`src/rtl/vt_pkg.sv`:
```
package vt_pkg;

    typedef enum logic [1:0] {
        VT_RUN   = 2'd0,
        VT_FLUSH = 2'd1,
        VT_DONE  = 2'd2
    } vt_mode_e;

endpackage

```
`src/rtl/vt_slot.sv`:
```
// Per-register interval record: write cycle, latest read cycle, flags.
module vt_slot #(
    parameter int CYC_W = 32
) (
    input  logic             clk,
    input  logic             rst_n,
    input  logic [CYC_W-1:0] cycle_i,
    input  logic             wr_hit_i,
    input  logic             rd_hit_i,
    input  logic             flush_hit_i,
    output logic             commit_o,
    output logic [CYC_W-1:0] span_o
);

    typedef struct packed {
        logic             live;   // written since reset
        logic             seen;   // current value read at least once
        logic [CYC_W-1:0] born;   // cycle of the write
        logic [CYC_W-1:0] last;   // cycle of the latest read
    } slot_t;

    slot_t slot_d, slot_q;
    logic  rd_ok;
    logic [CYC_W-1:0] end_cyc;

    always_comb begin
        slot_d   = slot_q;
        rd_ok    = rd_hit_i & slot_q.live;
        // A read in this cycle belongs to the value held before any write.
        end_cyc  = rd_ok ? cycle_i : slot_q.last;
        span_o   = end_cyc - slot_q.born;
        commit_o = (wr_hit_i | flush_hit_i) & slot_q.live & (slot_q.seen | rd_ok);

        if (rd_ok) begin
            slot_d.seen = 1'b1;
            slot_d.last = cycle_i;
        end
        if (wr_hit_i) begin
            slot_d.live = 1'b1;
            slot_d.seen = 1'b0;
            slot_d.born = cycle_i;
        end
        if (flush_hit_i) begin
            slot_d.seen = 1'b0;
        end
    end

    always_ff @(posedge clk or negedge rst_n) begin
        if (!rst_n) slot_q <= '0;
        else        slot_q <= slot_d;
    end

endmodule

```
`src/rtl/vt_sat_add.sv`:
```
// Saturating adder: sum clamps to all ones on carry out.
module vt_sat_add #(
    parameter int ACC_W = 64,
    parameter int ADD_W = 38
) (
    input  logic [ACC_W-1:0] acc_i,
    input  logic [ADD_W-1:0] inc_i,
    output logic [ACC_W-1:0] sum_o
);

    localparam int EXT_W = ACC_W + 1;

    logic [EXT_W-1:0] wide;

    always_comb begin
        wide  = {1'b0, acc_i} + EXT_W'(inc_i);
        sum_o = wide[ACC_W] ? {ACC_W{1'b1}} : wide[ACC_W-1:0];
    end

endmodule

```
`src/rtl/reg_vuln_tracker.sv`:
```
module reg_vuln_tracker
    import vt_pkg::*;
#(
    parameter int NUM_REGS = 16,
    parameter int DATA_W   = 32,
    parameter int NUM_RD   = 2,
    parameter int CYC_W    = 32,
    parameter int ACC_W    = 64,
    localparam int IDX_W   = (NUM_REGS > 1) ? $clog2(NUM_REGS) : 1
) (
    input  logic                    clk,
    input  logic                    rst_n,
    input  logic [CYC_W-1:0]        cycle_i,
    input  logic                    wr_en_i,
    input  logic [IDX_W-1:0]        wr_idx_i,
    input  logic [NUM_RD-1:0]       rd_en_i,
    input  logic [NUM_RD*IDX_W-1:0] rd_idx_i,
    input  logic                    end_run_i,
    output logic [ACC_W-1:0]        total_o,
    output logic                    done_o
);

    localparam int WID_W = $clog2(DATA_W) + 1;
    localparam int ADD_W = CYC_W + WID_W;
    localparam logic [IDX_W-1:0] LAST_IDX = IDX_W'(NUM_REGS - 1);

    typedef struct packed {
        vt_mode_e         mode;
        logic [IDX_W-1:0] ptr;
        logic [ACC_W-1:0] total;
    } trk_t;

    trk_t st_d, st_q;

    logic                running;
    logic                flushing;
    logic [NUM_REGS-1:0] commit_w;
    logic [CYC_W-1:0]    span_w [NUM_REGS];
    logic [CYC_W-1:0]    span_sel;
    logic                any_commit;
    logic [ADD_W-1:0]    add_val;
    logic [ACC_W-1:0]    sum_w;

    assign running  = (st_q.mode == VT_RUN);
    assign flushing = (st_q.mode == VT_FLUSH);

    for (genvar g = 0; g < NUM_REGS; g++) begin : g_slot
        logic wr_hit, rd_hit, fl_hit;

        always_comb begin
            wr_hit = running & wr_en_i & (wr_idx_i == IDX_W'(g));
            fl_hit = flushing & (st_q.ptr == IDX_W'(g));
            rd_hit = 1'b0;
            for (int p = 0; p < NUM_RD; p++) begin
                rd_hit |= running & rd_en_i[p] & (rd_idx_i[p*IDX_W +: IDX_W] == IDX_W'(g));
            end
        end

        vt_slot #(.CYC_W(CYC_W)) u_slot (
            .clk        (clk),
            .rst_n      (rst_n),
            .cycle_i    (cycle_i),
            .wr_hit_i   (wr_hit),
            .rd_hit_i   (rd_hit),
            .flush_hit_i(fl_hit),
            .commit_o   (commit_w[g]),
            .span_o     (span_w[g])
        );
    end

    // One write port and a one-at-a-time flush: at most one slot commits.
    always_comb begin
        span_sel   = '0;
        any_commit = 1'b0;
        for (int i = 0; i < NUM_REGS; i++) begin
            if (commit_w[i]) begin
                span_sel   = span_sel | span_w[i];
                any_commit = 1'b1;
            end
        end
        add_val = any_commit ? (ADD_W'(span_sel) * ADD_W'(DATA_W)) : '0;
    end

    vt_sat_add #(.ACC_W(ACC_W), .ADD_W(ADD_W)) u_acc (
        .acc_i(st_q.total),
        .inc_i(add_val),
        .sum_o(sum_w)
    );

    always_comb begin
        st_d       = st_q;
        st_d.total = sum_w;
        unique case (st_q.mode)
            VT_RUN: begin
                if (end_run_i) begin
                    st_d.mode = VT_FLUSH;
                    st_d.ptr  = '0;
                end
            end
            VT_FLUSH: begin
                if (st_q.ptr == LAST_IDX) st_d.mode = VT_DONE;
                else                      st_d.ptr  = st_q.ptr + 1'b1;
            end
            default: st_d.mode = VT_DONE;
        endcase
    end

    always_ff @(posedge clk or negedge rst_n) begin
        if (!rst_n) begin
            st_q.mode  <= VT_RUN;
            st_q.ptr   <= '0;
            st_q.total <= '0;
        end else begin
            st_q <= st_d;
        end
    end

    assign total_o = st_q.total;
    assign done_o  = (st_q.mode == VT_DONE);

endmodule

```
`config.mk`:
```
export PLATFORM = sky130hd
export DESIGN_NAME = reg_vuln_tracker
export DESIGN_NICKNAME = d
export VERILOG_FILES = /design/src/rtl/vt_pkg.sv /design/src/rtl/vt_slot.sv /design/src/rtl/vt_sat_add.sv /design/src/rtl/reg_vuln_tracker.sv
export SDC_FILE = /design/constraint.sdc
export NUM_CORES = 2
export LEC_CHECK = 0
export BUFFER_PORTS_ARGS = -buffer_cell sky130_fd_sc_hd__buf_2
export CAP_MARGIN = 40
export CORE_UTILIZATION = 42
export DETAILED_ROUTE_END_ITERATION = 6
export PLACE_DENSITY = 0.59
export SLEW_MARGIN = 20
export SYNTH_ARGS = -nofsm -noshare
export SYNTH_HDL_FRONTEND = slang
export SYNTH_HIERARCHICAL = 1
export SYNTH_SLANG_ARGS = --single-unit
```
`constraint.sdc`:
```
create_clock -name clk -period 8.9 [get_ports clk]
set_input_delay 0.89 -clock clk [delete_from_list [all_inputs] [get_ports clk]]
set_output_delay 0.89 -clock clk [all_outputs]
set_load 0.1 [all_outputs]
```
Word level (Yosys, flattened, before mapping)
Cells that the tools add are included.

Word-level logic and storage cells: 455. Bits in registers: 1126. Input port bits: 50. Output and inout port bits: 65.

Bitwise operators: 178. Muxes and demuxes: 103. Reductions and logical operators: 24. Equal/unequal tests: 65. Add/subtract/negate cells: 18.

Operators with widths (count): 2-to-1 mux 32 bit (32); 2-to-1 mux 33 bit (16); subtractor 32 bit (16); bitwise OR 32 bit (15); == test 4 bit, second input constant (32); AND 1 bit (115); adder 64 x 37 -> 65 bit (1); == test 4 x 3 -> 1 bit, second input constant (16); 2-to-1 mux 64 bit (1); 2-to-1 mux 1 bit (48); bitwise OR 1 bit (48); nonzero test 3 bit (16); 2-to-1 mux 37 bit (1); == test 4 x 2 -> 1 bit, second input constant (8); == test 4 x 1 -> 1 bit, second input constant (4); logical NOT 4 bit (4); one-hot mux 4 bit (2 select lines) (1); 2-to-1 mux 6 bit (1); adder 4 x 1 -> 4 bit, second input constant (1); 2-to-1 mux 4 bit (1); != test 2 bit, second input constant (2); one-hot mux 2 bit (2 select lines) (1); AND reduction 3 bit (1); == test 2 x 1 -> 1 bit, second input constant (1); 6 further kinds (6).

Depth between registers and ports, before layout
Word-level depth: 41. Gate-level depth with buffers: 33. Gate-level depth less buffers: 28.

By module
Netlist, hierarchy kept.

Modules (own cells, without submodules): vt_slot at g_slot[12].u_slot ... (area each 4196.5 µm², seq. area each 1651.6 µm², times used 9, cells each 441); vt_slot at g_slot[4].u_slot ... (area each 4215.3 µm², seq. area each 1651.6 µm², times used 4, cells each 442); vt_slot at g_slot[0].u_slot ... (area each 4038.9 µm², seq. area each 1651.6 µm², times used 3, cells each 411); reg_vuln_tracker (area each 5629.1 µm², seq. area each 1751.7 µm², times used 1, cells each 587); vt_sat_add (area each 3345.7 µm², seq. area each 0.0 µm², times used 1, cells each 515).

Worst setup path after synthesis
OpenSTA, ideal clock, no wires.

Path type: input -> register. Start: in rd_idx_i[3]. End: reg st_q (netlist bit total_o[61]). Library setup time: 0.125 ns. Path slack: 2.063 ns. Data required time: 8.775 ns. Arrival: 6.713 ns. Path buffers: 3. Stages on the path: 28. Cell sequence: buf_1 > or3_1 > o22ai_1 > nand2_1 > buf_1 > mux2i_1 > ha_1 > inv_1 > fa_1 > a21o_1 > a221oi_2 > o21a_1 > o21a_1 > nor3_1 > o22ai_1 > o21ai_0 > xor2_1 > a22o_1 > a221oi_1 > nand4_1 > ha_1 > buf_2 > nand4_1 > or4_1 > a21oi_2 > o41ai_4 > nor4_1 > mux2_2.

RTL lines: start, declared (line reg_vuln_tracker.sv:17) `input logic [NUM_RD*IDX_W-1:0] rd_idx_i,`; end signal, assigned (line reg_vuln_tracker.sv:114) `st_q <= st_d;`; end, declared (line reg_vuln_tracker.sv:33) `trk_t st_d, st_q;`.

==> results.tsv <==
stage	metric	value	unit
global_routing	Tot GR Track Use	28.2	%
clocking	H-tree depth	4	
route	Post-Route WL	261	mm
clocking	clk sink count	1126	
floorplan	# rows	155	
setup_path	required time of the worst setup path	9.56	ns
layout	Syn-to-layout area delta	10.4	%
sta	RSZ-0062 raised after global routing	no	
setup_path	Top cell by count, worst path	nand2_1	
sta	Highest Clock Rate	117	MHz
floorplan	Die W	427	um
clocking	Inserted Clock Buffers	135	
route	1st-iter DRT viols	5951	
place	post-DP HPWL	204	mm
setup_path	Worst path top cell family by delay	compound AO/OA/AOI/OAI gates	
setup_path	CP Launch Type	flop	
layout	Fillers	17200	
yosys	#FFs+latches synth	1126	
power_and_ir_drop	Pint	0.0158	W
layout	design area	83600	um^2
setup_path	CP arrival	9.21	ns
route	routed len/inst	24.6	um
place	placed insts	10300	
yosys	count of cell types in the netlist	101	
sta	Setup TNS Final	0	ns
clocking	worst-skew pair later-pin latency	0.78	ns
yosys	Mapped Area	75700	um^2
clocking	clk root buf	clkbuf_16	
floorplan	Initial Util	42.3	%
yosys	Top FF cell, synth	dfrtp_1	
sta	final hold violations	0	
setup_path	delay of the slowest cell on the worst path	0.57	ns
route	DRC violations left	0	
floorplan	I/O pins	115	
layout	fraction of layout cells with a size suffix above 1	17.0	%
yosys	Synth async-reset ratio	100	%
yosys	EDFF count, synth	0	
clocking	Clock Path Buffers	3	
route	Vias/cell	5.91	
power_and_ir_drop	Worst IR Drop VDD	0.000226	V
clocking	CTS tree	done	
setup_path	Reg2Reg Setup Slack	0.35	ns
yosys	Yosys top cell by area	dfrtp_1	
run_status	status	finished, final reports clean	
floorplan	core area	179000	um^2
route	vias	62600	
power_and_ir_drop	Psw	0.0134	W
clocking	Post-CTS Hold Fix Bufs	0	
global_routing	initial antenna violation count	7	
power_and_ir_drop	Leakage	41.8	nW
yosys	syn avg cell area	9.38	um^2
floorplan	Die Height	427	um
yosys	ranking of synthesized cells by area	dfrtp_1 (37%), ha_1 (8.9%), mux2_2 (7.9%)	
sta	final setup vio count	0	
clocking	Clock transition at path regs	0.06	ns
power_and_ir_drop	sequential share of power	25.9	%
route	antenna viol nets, final	0	
layout	Final nets	8750	
yosys	Ys Warns	6	
sta	part of the cycle the worst path needs	96.1	%
power_and_ir_drop	Net Sw Frac	45.9	%
sta	clock skew	0.0253	ns
setup_path	Buf/Inv on CP	4	
setup_path	kind of critical path	reg2reg	
setup_path	critical path fanouts, max	32	
power_and_ir_drop	Power, Total	0.0292	W
hold_path	Min-Delay Path Class	in2async	
route	DRT Pass-1 Iters	6	
place	DP Area	79100	um^2
setup_path	CP Capture Type	flop	
sta	post-route minimum period	8.55	ns
place	Placer Congestion	1.04	
yosys	most common cell in the netlist	dfrtp_1	
place	I/O Buffers	114	
global_routing	vias in the first global route	61100	
power_and_ir_drop	PD cells	350	nW/um^2
setup_path	Critical-path top delay cell	a221oi_1	
power_and_ir_drop	Clk pwr share	18.9	%
global_routing	pin count of the biggest net entering global routing	133	
floorplan	die area	182000	um^2
yosys	Seq/Total Area, Yosys	37.2	%
yosys	area share of the largest cell type after synthesis	37.2	%
sta	Final Max Tran Viols	0	
power_and_ir_drop	Comb power frac	55.2	%
yosys	Synth top cells by count	dfrtp_1 (1126), nand2_1 (911), o21ai_0 (691)	
layout	fin cells	10600	
clocking	Post-CTS Resized	0	
yosys	Syn Inst Count	8072	
flow_run	maxcap violations	0	
global_routing	first-pass GRT wire length	382	mm
global_routing	grt total ovfl	0	
sta	Slew HR	27.9	%
clocking	setup bufs post-CTS	0	
sta	Slew @ Worst Pin	1.08	ns
==> stage by stage <==
| stage | util (%) | setup WS (ns) | hold WS [ns] |
|---|---|---|---|
| CTS | 46.6 | 0.585 | 0.0372 |
| floorplan | - | 2.06 | 0.456 |
| detailed placement | 44.2 | 0.229 | 0.478 |
| finish | 46.8 | 0.349 | 0.0552 |
| global placement | 44.2 | 0.176 | 0.470 |
| global route | 46.8 | 0.196 | 0.0541 |
==> logic make-up (layout without fill, tap and decap cells) <==
group           Yosys count  after routing  share of synthesized area (%)
flops                  1126           1126                           37.2
compound gates         2401           2401                           21.6
simple gates           1918           1918                           12.0
xor+xnor                450            450                           5.50
fa+ha+maj               555            555                           9.34
other cells               1              8                        0.00495
buf+inv                1067           1229                           6.10
mux                     554            554                           8.21
==> final cells by class <==
class / count / area, um^2 / share of cell area (%)
diodes: 1 / 2.50 / 0.00299
clock buffers: 193 / 3900 / 4.67
clock inverters: 39 / 410 / 0.491
inverters: 651 / 2440 / 2.92
multi-input cells: 5885 / 43100 / 51.5
flip-flops and latches: 1126 / 28200 / 33.7
well taps: 2355 / 2950 / 3.52
repair buffers: 346 / 2660 / 3.18
==> worst register-to-register path: cells and delay by family (launching register included) <==
family | cells | cell delay, ns
AND/OR/NAND/NOR | 9 | 2.31
flip-flops | 1 | 0.40
adder cells (fa/ha/maj) | 3 | 1.20
XOR/XNOR | 1 | 0.26
AO/OA/AOI/OAI | 9 | 2.99
buffers and inverters | 4 | 0.65
multiplexers | 2 | 0.65
==> registers in the layout, indices dropped and copies added (netlist names) <==
signal,count
st_q,6
g_slot.u_slot/slot_q,1056
total_o,64
==> layout by cell type, fill, tap and decap left out, drive strengths merged, types with 32 or more instances in the layout <==
cell	instances
dfrtp	1126
nand2	911
o21ai	717
inv	653
a21oi	556
ha	538
mux2	538
buf	343
xnor2	257
nor2	231
a21o	204
nand3	197
clkbuf	196
xor2	177
a221oi	139
a22o	129
nor3	123
nand2b	116
o211ai	111
a31oi	91
nand4	88
o21bai	81
and3	56
o21a	48
o31ai	39
or2	38
a211oi	34
and2	32
==> power groups by stage <==
stage / Clock, W / Combinational (W) / Sequential [W]
after floorplan: 0 / 0.0112 / 0.00747
after global placement: 0 / 0.0152 / 0.00761
after detailed placement: 0 / 0.0154 / 0.00767
after CTS: 0.00565 / 0.0155 / 0.00759
after global routing: 0.00585 / 0.0173 / 0.00778
final: 0.00553 / 0.0161 / 0.00758
==> final timing paths <==
path | cells past startpoint | end | startpoint
min in group clk | 2 | st_q[67] | end_run_i
hold reg to reg | 2 | g_slot[13].u_slot/slot_q[0] | g_slot[13].u_slot/slot_q[0]
hold / removal | 1 | g_slot[6].u_slot/slot_q[2] | rst_n
setup / recovery | 28 | total_o[61] | st_q[69]
setup reg to reg | 28 | total_o[61] | st_q[69]
max in group asynchronous | 4 | total_o[44] | rst_n
==> routing by layer <==
metal / part of all wire, % / global-route usage, % / up-vias
li1: - / - / 29100
met1: 44 / 38.8 / 30900
met2: 43 / 42.6 / 2218
met3: 9.1 / 6.77 / 403
met4: 4.1 / 10.8 / 0
met5: 0 / 0 / -
Power figures use the tool's default switching activity.
